<file path="src/rtl/rtc_pkg.sv">
package rtc_pkg;
   localparam int unsigned REG_W = 32;

   localparam logic [7:0] OFF_CTRL    = 8'h00;
   localparam logic [7:0] OFF_SEC     = 8'h04;
   localparam logic [7:0] OFF_ALARM   = 8'h08;
   localparam logic [7:0] OFF_SCRATCH = 8'h34;
   localparam logic [7:0] OFF_UNLOCK  = 8'h3C;

   localparam logic [REG_W-1:0] UNLOCK_WORD = 32'h0000_A55A;
   localparam int unsigned UNLOCK_BIT = 31;

   // control bit positions (software decodes them)
   localparam int unsigned B_READY = 7;
   localparam int unsigned B_HZF   = 6;
   localparam int unsigned B_HZIE  = 5;
   localparam int unsigned B_ALF   = 4;
   localparam int unsigned B_ALIE  = 3;
   localparam int unsigned B_ALEN  = 2;
   localparam int unsigned B_RUN   = 0;

   typedef struct packed {
      logic hz_f;
      logic hz_ie;
      logic al_f;
      logic al_ie;
      logic al_en;
      logic run;
   } ctrl_t;
endpackage

</file>
<file path="src/rtl/rtc_prescaler.sv">
module rtc_prescaler #(
   parameter int unsigned PRESCALE = 32768
) (
   input  logic clk,
   input  logic rst_n,
   input  logic run_i,
   input  logic tick_i,
   output logic sec_tick_o
);
   generate
      if (PRESCALE < 1) begin : g_bad_prescale
         $error("PRESCALE must be at least 1");
      end
      if (PRESCALE == 1) begin : g_direct
         assign sec_tick_o = run_i & tick_i;
      end else begin : g_divide
         localparam int unsigned PS_W = $clog2(PRESCALE);
         localparam logic [PS_W-1:0] PS_LAST = PS_W'(PRESCALE - 1);
         logic [PS_W-1:0] ps_cnt;

         assign sec_tick_o = run_i & tick_i & (ps_cnt == PS_LAST);

         always_ff @(posedge clk or negedge rst_n) begin
            if (!rst_n) begin
               ps_cnt <= '0;
            end else if (run_i && tick_i) begin
               ps_cnt <= (ps_cnt == PS_LAST) ? '0 : ps_cnt + 1'b1;
            end
         end
      end
   endgenerate
endmodule

</file>
<file path="src/rtl/rtc_wr_gate.sv">
module rtc_wr_gate
   import rtc_pkg::*;
#(
   parameter int unsigned ADDR_W = 8,
   parameter int unsigned BUSY   = 4
) (
   input  logic              clk,
   input  logic              rst_n,
   input  logic              sel_i,
   input  logic              wr_i,
   input  logic [ADDR_W-1:0] addr_i,
   input  logic [REG_W-1:0]  wdata_i,
   output logic              ready_o,
   output logic              unlocked_o,
   output logic              accept_o,
   output logic              commit_o,
   output logic [ADDR_W-1:0] cm_addr_o,
   output logic [REG_W-1:0]  cm_data_o
);
   localparam int unsigned CNT_W = $clog2(BUSY + 1);
   localparam logic [ADDR_W-1:0] UNLOCK_ADDR = ADDR_W'(OFF_UNLOCK);

   generate
      if (BUSY < 1) begin : g_bad_busy
         $error("BUSY must be at least 1");
      end
   endgenerate

   logic [CNT_W-1:0] busy_cnt;
   logic             unlock_q;
   logic             wr_req;
   logic             magic_hit;

   assign ready_o    = (busy_cnt == '0);
   assign unlocked_o = unlock_q;
   assign wr_req     = sel_i & wr_i & ready_o;
   assign magic_hit  = wr_req & (addr_i == UNLOCK_ADDR) & (wdata_i == UNLOCK_WORD);
   assign accept_o   = wr_req & unlock_q & (addr_i != UNLOCK_ADDR);
   assign commit_o   = (busy_cnt == CNT_W'(1));

   always_ff @(posedge clk or negedge rst_n) begin
      if (!rst_n) begin
         busy_cnt  <= '0;
         unlock_q  <= 1'b0;
         cm_addr_o <= '0;
         cm_data_o <= '0;
      end else begin
         if (accept_o) begin
            busy_cnt  <= CNT_W'(BUSY);
            unlock_q  <= 1'b0;
            cm_addr_o <= addr_i;
            cm_data_o <= wdata_i;
         end else begin
            if (busy_cnt != '0) busy_cnt <= busy_cnt - 1'b1;
            if (magic_hit) unlock_q <= 1'b1;
         end
      end
   end
endmodule

</file>
<file path="src/rtl/rtc_alarm_core.sv">
module rtc_alarm_core
   import rtc_pkg::*;
#(
   parameter int unsigned ADDR_W         = 8,
   parameter int unsigned SEC_W          = 32,
   parameter int unsigned PRESCALE       = 32768,
   parameter int unsigned WR_BUSY_CYCLES = 4
) (
   input  logic              clk,
   input  logic              rst_n,
   input  logic              tick_i,
   input  logic              bus_sel_i,
   input  logic              bus_wr_i,
   input  logic [ADDR_W-1:0] bus_addr_i,
   input  logic [31:0]       bus_wdata_i,
   output logic [31:0]       bus_rdata_o,
   output logic              irq_o
);
   generate
      if (SEC_W < 1 || SEC_W > REG_W) begin : g_bad_sec_w
         $error("SEC_W must be within 1..32");
      end
      if (ADDR_W < 6) begin : g_bad_addr_w
         $error("ADDR_W must cover offset 0x3C");
      end
   endgenerate

   ctrl_t              ctrl_q;
   logic [SEC_W-1:0]   sec_q;
   logic [SEC_W-1:0]   alarm_q;
   logic [REG_W-1:0]   scratch_q;
   logic [REG_W-1:0]   rdata_q;
   logic [REG_W-1:0]   rd_mux;
   logic [SEC_W-1:0]   sec_next;
   logic               sec_tick;
   logic               al_hit;

   logic               wr_ready;
   logic               wr_unlocked;
   logic               wr_accept;
   logic               wr_commit;
   logic [ADDR_W-1:0]  wr_addr;
   logic [REG_W-1:0]   wr_data;
   logic               wr_ctrl;

   rtc_prescaler #(.PRESCALE(PRESCALE)) u_presc (
      .clk        (clk),
      .rst_n      (rst_n),
      .run_i      (ctrl_q.run),
      .tick_i     (tick_i),
      .sec_tick_o (sec_tick)
   );

   rtc_wr_gate #(.ADDR_W(ADDR_W), .BUSY(WR_BUSY_CYCLES)) u_gate (
      .clk        (clk),
      .rst_n      (rst_n),
      .sel_i      (bus_sel_i),
      .wr_i       (bus_wr_i),
      .addr_i     (bus_addr_i),
      .wdata_i    (bus_wdata_i),
      .ready_o    (wr_ready),
      .unlocked_o (wr_unlocked),
      .accept_o   (wr_accept),
      .commit_o   (wr_commit),
      .cm_addr_o  (wr_addr),
      .cm_data_o  (wr_data)
   );

   assign sec_next = sec_q + 1'b1;
   assign al_hit   = sec_tick & ctrl_q.al_en & (sec_next == alarm_q);
   assign wr_ctrl  = wr_commit & (wr_addr == ADDR_W'(OFF_CTRL));

   always_ff @(posedge clk or negedge rst_n) begin
      if (!rst_n) begin
         ctrl_q <= '0;
      end else begin
         if (wr_ctrl) begin
            ctrl_q.hz_ie <= wr_data[B_HZIE];
            ctrl_q.al_ie <= wr_data[B_ALIE];
            ctrl_q.al_en <= wr_data[B_ALEN];
            ctrl_q.run   <= wr_data[B_RUN];
         end
         ctrl_q.hz_f <= (ctrl_q.hz_f & ~(wr_ctrl & ~wr_data[B_HZF])) | sec_tick;
         ctrl_q.al_f <= (ctrl_q.al_f & ~(wr_ctrl & ~wr_data[B_ALF])) | al_hit;
      end
   end

   always_ff @(posedge clk or negedge rst_n) begin
      if (!rst_n) begin
         sec_q     <= '0;
         alarm_q   <= '0;
         scratch_q <= '0;
      end else begin
         if (wr_commit && wr_addr == ADDR_W'(OFF_SEC)) sec_q <= wr_data[SEC_W-1:0];
         else if (sec_tick)                            sec_q <= sec_next;
         if (wr_commit && wr_addr == ADDR_W'(OFF_ALARM))   alarm_q   <= wr_data[SEC_W-1:0];
         if (wr_commit && wr_addr == ADDR_W'(OFF_SCRATCH)) scratch_q <= wr_data;
      end
   end

   always_comb begin
      rd_mux = '0;
      case (bus_addr_i)
         ADDR_W'(OFF_CTRL): begin
            rd_mux[B_READY] = wr_ready;
            rd_mux[B_HZF]   = ctrl_q.hz_f;
            rd_mux[B_HZIE]  = ctrl_q.hz_ie;
            rd_mux[B_ALF]   = ctrl_q.al_f;
            rd_mux[B_ALIE]  = ctrl_q.al_ie;
            rd_mux[B_ALEN]  = ctrl_q.al_en;
            rd_mux[B_RUN]   = ctrl_q.run;
         end
         ADDR_W'(OFF_SEC):     rd_mux[SEC_W-1:0] = sec_q;
         ADDR_W'(OFF_ALARM):   rd_mux[SEC_W-1:0] = alarm_q;
         ADDR_W'(OFF_SCRATCH): rd_mux = scratch_q;
         ADDR_W'(OFF_UNLOCK):  rd_mux[UNLOCK_BIT] = wr_unlocked;
         default:              rd_mux = '0;
      endcase
   end

   always_ff @(posedge clk or negedge rst_n) begin
      if (!rst_n)                     rdata_q <= '0;
      else if (bus_sel_i && !bus_wr_i) rdata_q <= rd_mux;
   end

   assign bus_rdata_o = rdata_q;
   assign irq_o = (ctrl_q.hz_f & ctrl_q.hz_ie) | (ctrl_q.al_f & ctrl_q.al_ie);
endmodule

</file>
<file path="config.mk">
export PLATFORM = sky130hd
export DESIGN_NAME = rtc_alarm_core
export DESIGN_NICKNAME = d
export VERILOG_FILES = /design/src/rtl/rtc_pkg.sv /design/src/rtl/rtc_prescaler.sv /design/src/rtl/rtc_wr_gate.sv /design/src/rtl/rtc_alarm_core.sv
export SDC_FILE = /design/constraint.sdc
export NUM_CORES = 1
export LEC_CHECK = 0
export CORE_MARGIN = 4
export CORE_UTILIZATION = 45
export CTS_BUF_LIST = sky130_fd_sc_hd__clkbuf_8 sky130_fd_sc_hd__clkbuf_16
export DETAILED_ROUTE_END_ITERATION = 8
export GPL_ROUTABILITY_DRIVEN = 0
export HOLD_SLACK_MARGIN = 0.05
export SLEW_MARGIN = 5
export SYNTH_ARGS = -nofsm -noshare
export SYNTH_HDL_FRONTEND = slang
export SYNTH_SLANG_ARGS = --single-unit
</file>
<file path="constraint.sdc">
create_clock -name clk -period 5.6 [get_ports clk]
set_input_delay 0.84 -clock clk [delete_from_list [all_inputs] [get_ports clk]]
set_output_delay 0.84 -clock clk [all_outputs]
set_load 0.1 [all_outputs]
</file>
# After elaboration in Yosys (flattened, before gate mapping)
# Index checks and enable logic that the tools add are counted.
[classes] eq_ne=12 bitwise=24 addsub=3 mux=12 reduce_logical=13
[ops] op="one-hot mux 23 bit (3 select lines)" count=1
[ops] op="two-way mux 32 bit" count=2
[ops] op="adder 32 x 1 -> 32 bit, second input constant" count=1
[ops] op="== test 32 x 16 -> 1 bit, second input constant" count=1
[ops] op="== test 32 bit" count=1
[ops] op="== test 8 x 6 -> 1 bit, second input constant" count=3
[ops] op="one-hot mux 6 bit (4 select lines)" count=1
[ops] op="bitwise AND 1 bit" count=17
[ops] op="== test 8 x 3 -> 1 bit, second input constant" count=2
[ops] op="== test 8 x 4 -> 1 bit, second input constant" count=2
[ops] op="zero test 8 bit" count=2
[ops] op="adder 15 x 1 -> 15 bit, second input constant" count=1
[ops] op="== test 15 bit, second input constant" count=1
[ops] op="two-way mux 15 bit" count=1
[ops] op="!= test 8 x 6 -> 1 bit, second input constant" count=1
[ops] op="one-hot mux 1 bit (4 select lines)" count=2
[ops] op="two-way mux 3 bit" count=2
[ops] op="nonzero test 2 bit" count=3
[ops] op="logical AND 1 bit" count=5
[ops] op="NOT 1 bit" count=4
[ops] op="== test 3 x 1 -> 1 bit, second input constant" count=1
[ops] op="zero test 3 bit" count=1
[ops] op="bitwise OR 1 bit" count=3
[ops] op="one-hot mux 1 bit (3 select lines)" count=1
[ops] op="4 further kinds" count=5
[totals] input_bits=45 register_bits=193

# Logic depth before layout (Yosys ltp)
[logic_depth] word_depth=6 ltp_mapped=10 ltp_nobuf=8

# By module
# Synthesis repeated with hierarchy kept, for this count alone.
[unflattened] cells_unflattened=878 area_unflattened_um2=9771.9
[by_module_without_submodules] module="rtc_alarm_core" cells_each=681 n_inst=1 area_per_inst_um2=6976.7
[by_module_without_submodules] module="rtc_wr_gate" cells_each=123 n_inst=1 area_per_inst_um2=2006.9
[by_module_without_submodules] module="rtc_prescaler" cells_each=74 n_inst=1 area_per_inst_um2=788.3

# Least setup slack after synthesis
# Ideal clock, no wire load.
[synth_timing] kind="flip-flop to flip-flop" startpoint="reg sec_q[0]" endpoint="reg ctrl_q[3] in the netlist's numbering" stages_incl_launch_ff=10 t_required_ns=5.505 slack_ns=3.094 arrival_time_ns=2.410 n_path_buf=1 period_less_slack_ns=2.506 setup_ns=0.095 cell_sequence="dfrtp_1 ha_1 and3_1 clkbuf_1 nand4_1 or4_1 xnor2_1 nor4_1 nand4_1 o31ai_1"
[synth_via] elab_chain_cells=4
[synth_lines] element="start: declaration" line_no="rtc_alarm_core.sv:29" text="logic [SEC_W-1:0] sec_q;"
[synth_lines] element="start signal: assignment" line_no="rtc_alarm_core.sv:94" text="if (wr_commit && wr_addr == ADDR_W'(OFF_SEC)) sec_q <= wr_data[SEC_W-1:0];"
[synth_lines] element="start signal: assignment" line_no="rtc_alarm_core.sv:95" text="else if (sec_tick) sec_q <= sec_next;"
[synth_lines] element="adder 32 x 1 -> 32 bit" line_no="rtc_alarm_core.sv:69" text="assign sec_next = sec_q + 1'b1;"
[synth_lines] element="== test 32 bit" line_no="rtc_alarm_core.sv:70" text="assign al_hit = sec_tick & ctrl_q.al_en & (sec_next == alarm_q);"
[synth_lines] element="bitwise AND 1 bit" line_no="rtc_alarm_core.sv:70"
[synth_lines] element="bitwise OR 1 bit" line_no="rtc_alarm_core.sv:84" text="ctrl_q.al_f <= (ctrl_q.al_f & ~(wr_ctrl & ~wr_data[B_ALF])) | al_hit;"
[synth_lines] element="end: declaration" line_no="rtc_alarm_core.sv:28" text="ctrl_t ctrl_q;"
# No other way between the ends.
# A chain may end at the register's enable or synchronous reset.

# Final worst setup path
[layout_timing] startpoint="in bus_addr_i[1]" endpoint="reg rdata_q[4], in the netlist bus_rdata_o[4]"
[layout_via] elab_chain_cells=2 elab_cells_between_ends=5 cone_classes="eq/ne (3); mux (1); reduce/logical (1)"
[layout_lines] element="start: declaration" line_no="rtc_alarm_core.sv:14" text="input logic [ADDR_W-1:0] bus_addr_i,"
[layout_lines] element="== test 8 x 6 -> 1 bit (tied with other cells)" line_no="rtc_alarm_core.sv:103" text="case (bus_addr_i)"
[layout_lines] element="one-hot mux 6 bit (4 select lines) (*)" line_no="rtc_alarm_core.sv:103"
[layout_lines] element="end signal: assignment" line_no="rtc_alarm_core.sv:123" text="else if (bus_sel_i && !bus_wr_i) rdata_q <= rd_mux;"
[layout_lines] element="end: declaration" line_no="rtc_alarm_core.sv:32" text="logic [REG_W-1:0] rdata_q;"
# Every way passes the cells marked *; elsewhere a longest branch is shown, timed or not.

==> flow_metrics.env <==
export IMPL_run_status="finished clean"
export IMPL_clkSinkCount=193
export IMPL_hold_class="flip-flop to flip-flop"
export IMPL_power_leakage_nw=5.05
export IMPL_core_region_area_um2=20500
export IMPL_crit_fanout=32
export IMPL_globalRouteOverflowTotal=0
export IMPL_cts_buffers=17
export IMPL_post_cts_hold_buffer_count=0
export IMPL_die_area_um2=23500
export IMPL_power_internal_mw=2.11
export IMPL_yosys_reg_bits=193
export IMPL_yosys_most_used_dff="sky130_fd_sc_hd__dfrtp_1"
export IMPL_comb_power_share_pct=3.4
export IMPL_critical_path_top_cell_by_count="sky130_fd_sc_hd__buf_4"
export IMPL_wire_length_of_the_first_global_routing_pass_um=39000
export IMPL_drc=0
export IMPL_timing_critical_path_to_type="flip-flop"
export IMPL_num_vias=6914
export IMPL_unrepaired_setup_endpoints_after_global_routing="no"
export IMPL_final_period_utilization_pct=56.6
export IMPL_drt_first_iter_violations=664
export IMPL_fin_nets=974
export IMPL_worstReg2RegEnd="ctrl_q[3]"
export IMPL_grt_start_max_net_pins=102
export IMPL_detail_route_vias_per_cell=5.73
export IMPL_whs_path_depth=2
export IMPL_dp_hpwl_um=15900
export IMPL_max_slew_margin_rel_pct=28.7
export IMPL_port_buffers=77
export IMPL_required_ns=5.92
export IMPL_start_util_pct=46.3
export IMPL_synthDistinctLibCells=56
export IMPL_cp_arrival_ns=3.49
export IMPL_diodes_inserted=0
export IMPL_antenna_found_initial=0
export IMPL_p_switching_uw=617
export IMPL_max_clock_freq_mhz=316
export IMPL_die_width_um=153
export IMPL_criticalPathCategory="primary input to flip-flop"
export IMPL_tightestPinTransition_ns=1.07
export IMPL_kind_of_launch_point_of_the_worst_setup_path="primary input"
export IMPL_flow_area_growth_from_synthesis_pct=16.9
export IMPL_detailedRoute_firstPassIterationCount=6
export IMPL_hold_critical_path_endpoint="bus_rdata_o[13]"
export IMPL_fin_total_pwr_mw=2.73
export IMPL_ir_worst_vdd_mv=0.189
export IMPL_max_cap_violations=0
export IMPL_timing_final_crit_period_ns=3.17
export IMPL_syn_area_um2=9490
export IMPL_ff2ff_setup_slack_ns=2.47
export IMPL_mean_routed_wirelength_per_cell_um=19.8
export IMPL_clock_root_buffer="sky130_fd_sc_hd__clkbuf_16"
export IMPL_worst_reg2reg_path_startpoint="sec_q[0]"
export IMPL_power_share_switching_pct=22.6
export IMPL_postSynthAreaPerCell_um2=10.9
export IMPL_final_layout_size_suffix_gt1_share_pct=18.6
export IMPL_cpMaxStageDelayCell="sky130_fd_sc_hd__o31ai_4"
export IMPL_clk_insertion_delay_late_ns=0.44
export IMPL_synth_enable_flop_cells=0
export IMPL_ios=78
export IMPL_reg2regPathDepth=8
export IMPL_clock_tree_from_tritoncts="built"
export IMPL_final_antenna_net_count=0
export IMPL_power_per_cell_area_nw_per_um2=246
export IMPL_path_cells="clkdlybuf4s50_1 -> nor4_1 -> and4_1 -> nor2b_2 -> buf_4 -> o31ai_4 -> buf_4 -> nand2_1 -> a22o_1"
export IMPL_power_sequential_fraction_pct=51.1
export IMPL_via_count_of_the_first_global_routing_pass=6933
export IMPL_final_setup_viol_count=0
export IMPL_hp_start="bus_rdata_o[13]"
export IMPL_postRouteWirelength_um=23900
export IMPL_synth_nets=920
export IMPL_power_clock_fraction_pct=45.5
export IMPL_timing_clock_skew_ns=0.00972
export IMPL_clk_path_buf_depth=2
export IMPL_rows=52
export IMPL_ctsResizeCount=0
export IMPL_synth_warning_count=0
export IMPL_groute_usage_overall_pct=20.6
export IMPL_cts_setup_buffers=0
export IMPL_ys_async_sr_fraction_pct=100
export IMPL_timing_max_transition_violations_final=0
export IMPL_ys_seq_area_share_pct=50.9
export IMPL_instance_count_of_the_mapped_netlist=870
export IMPL_chipHeight_um=153
export IMPL_totalNegativeSetupSlack_ns=0
export IMPL_clk_pin_slew_ns=0.07
export IMPL_timing_critical_path_slowest_cell_delay_ns=0.62
export IMPL_clock_tree_htree_level_count=4
export IMPL_hold_viol=0
## stage by stage
stage / hold WS [ns] / std cells / utilization (%) / area, µm² / setup WS (ns)
6_report: 0.484 / 1207 / 54.2 / 11100 / 2.43
5_1_grt: 0.519 / 1207 / 54.2 / 11100 / 2.24
4_1_cts: 0.493 / 1207 / 54.2 / 11100 / 2.42
3_5_place_dp: 0.475 / 1175 / 51.3 / 10500 / 1.97
3_3_place_gp: 0.469 / 1175 / 51.3 / 10500 / 2.01
2_1_floorplan: 0.460 / 870 / - / 9490 / 3.09
## cells in the mapped netlist, drive strengths merged (2+ instances only)
master | instances | area, µm²
nor4bb | 4 | 40.0
nand2 | 83 | 314
a21oi | 39 | 195
mux2i | 2 | 20.0
a222oi | 32 | 320
nor4 | 16 | 121
nor3 | 16 | 80.1
o21ai | 36 | 180
and2 | 5 | 31.3
nand2b | 2 | 12.5
nor3b | 4 | 30.0
a22o | 8 | 70.1
or3 | 4 | 26.3
inv | 6 | 22.5
o31ai | 2 | 15.0
and4 | 7 | 62.6
nor2b | 4 | 25.0
ha | 5 | 62.6
a21o | 4 | 30.0
xnor2 | 53 | 464
dfrtp | 193 | 4830
nand4 | 17 | 113
xor2 | 33 | 289
or4 | 3 | 26.3
mux2 | 110 | 1240
buf | 17 | 83.8
and3 | 17 | 108
a31oi | 4 | 25.0
nor2 | 66 | 248
clkbuf | 37 | 139
a22oi | 2 | 15.0
nand3 | 26 | 143
## how the worst max path moves through the flow
stage | startpoint | endpoint | slack, ns | cells past startpoint
global placement | bus_addr_i[1] | bus_rdata_o[6] | 2.01 | 9
detailed placement | bus_addr_i[1] | bus_rdata_o[7] | 1.97 | 9
global route | bus_addr_i[1] | bus_rdata_o[4] | 2.24 | 9
floorplan | sec_q[0] | ctrl_q[3] | 3.09 | 9
CTS | bus_addr_i[1] | bus_rdata_o[4] | 2.42 | 9
finish | bus_addr_i[1] | bus_rdata_o[4] | 2.43 | 9
## critical path: cells and delay by family
kind                   cells  cell delay, ns
AOI/OAI and AO/OA          2            0.86
buffers and inverters      3            1.10
and+or+nand+nor            4            0.66
## kinds of logic (layout without fill, tap and decap cells)
logic type / after synthesis / in the layout / synth area share [%]
compound gates: 135 / 135 / 9.70
xor+xnor: 86 / 86 / 7.93
fa+ha+maj: 5 / 5 / 0.659
buf+inv: 60 / 127 / 2.58
flops: 193 / 193 / 50.9
mux: 112 / 112 / 13.3
simple gates: 279 / 279 / 15.0
## power by group through the flow
stage               Combinational, mW  Clock [mW]  Sequential [mW]
floorplan                      0.0196           0             1.42
global placement               0.0954           0             1.42
detailed placement             0.0951           0             1.42
CTS                            0.0955        1.27             1.39
global route                    0.104        1.33             1.39
finish                         0.0922        1.24             1.39
## layout by cell type (no fill, tap or decap), types with 17 or more instances in the layout
master,count
sky130_fd_sc_hd__clkbuf_16,17
sky130_fd_sc_hd__nand3_1,25
sky130_fd_sc_hd__a222oi_1,32
sky130_fd_sc_hd__dfrtp_1,193
sky130_fd_sc_hd__nor2_1,66
sky130_fd_sc_hd__mux2_2,110
sky130_fd_sc_hd__clkdlybuf4s50_1,76
sky130_fd_sc_hd__nand2_1,81
sky130_fd_sc_hd__xor2_1,33
sky130_fd_sc_hd__a21oi_1,39
sky130_fd_sc_hd__xnor2_1,53
sky130_fd_sc_hd__o21ai_0,36
## state kept, by name, indices dropped and copies added (netlist names)
register,count
alarm_q,32
bus_rdata_o,32
scratch_q,32
sec_q,32
u_gate.cm_data_o,32
u_presc.g_divide.ps_cnt,15
u_gate.cm_addr_o,8
ctrl_q,6
u_gate.busy_cnt,3
u_gate.unlocked_o,1
## layout make-up
type | count | area (µm²)
fillers | 1838 | 9390
flip-flops and latches | 193 | 4830
multi-input cells | 617 | 4450
repair buffers | 89 | 865
clock buffers | 18 | 439
well taps | 270 | 338
clock inverters | 14 | 154
inverters | 6 | 22.5
## per-layer routing
| metal | wire length, µm | global-route usage [%] | part of all wire (%) |
|---|---|---|---|
| met1 | 11400 | 30.2 | 48 |
| met2 | 11000 | 31.8 | 46 |
| met3 | 1170 | 3.85 | 4.9 |
| met4 | 338 | 4.92 | 1.4 |
| met5 | 0 | 0 | 0 |
Power figures use the tool's default switching activity.
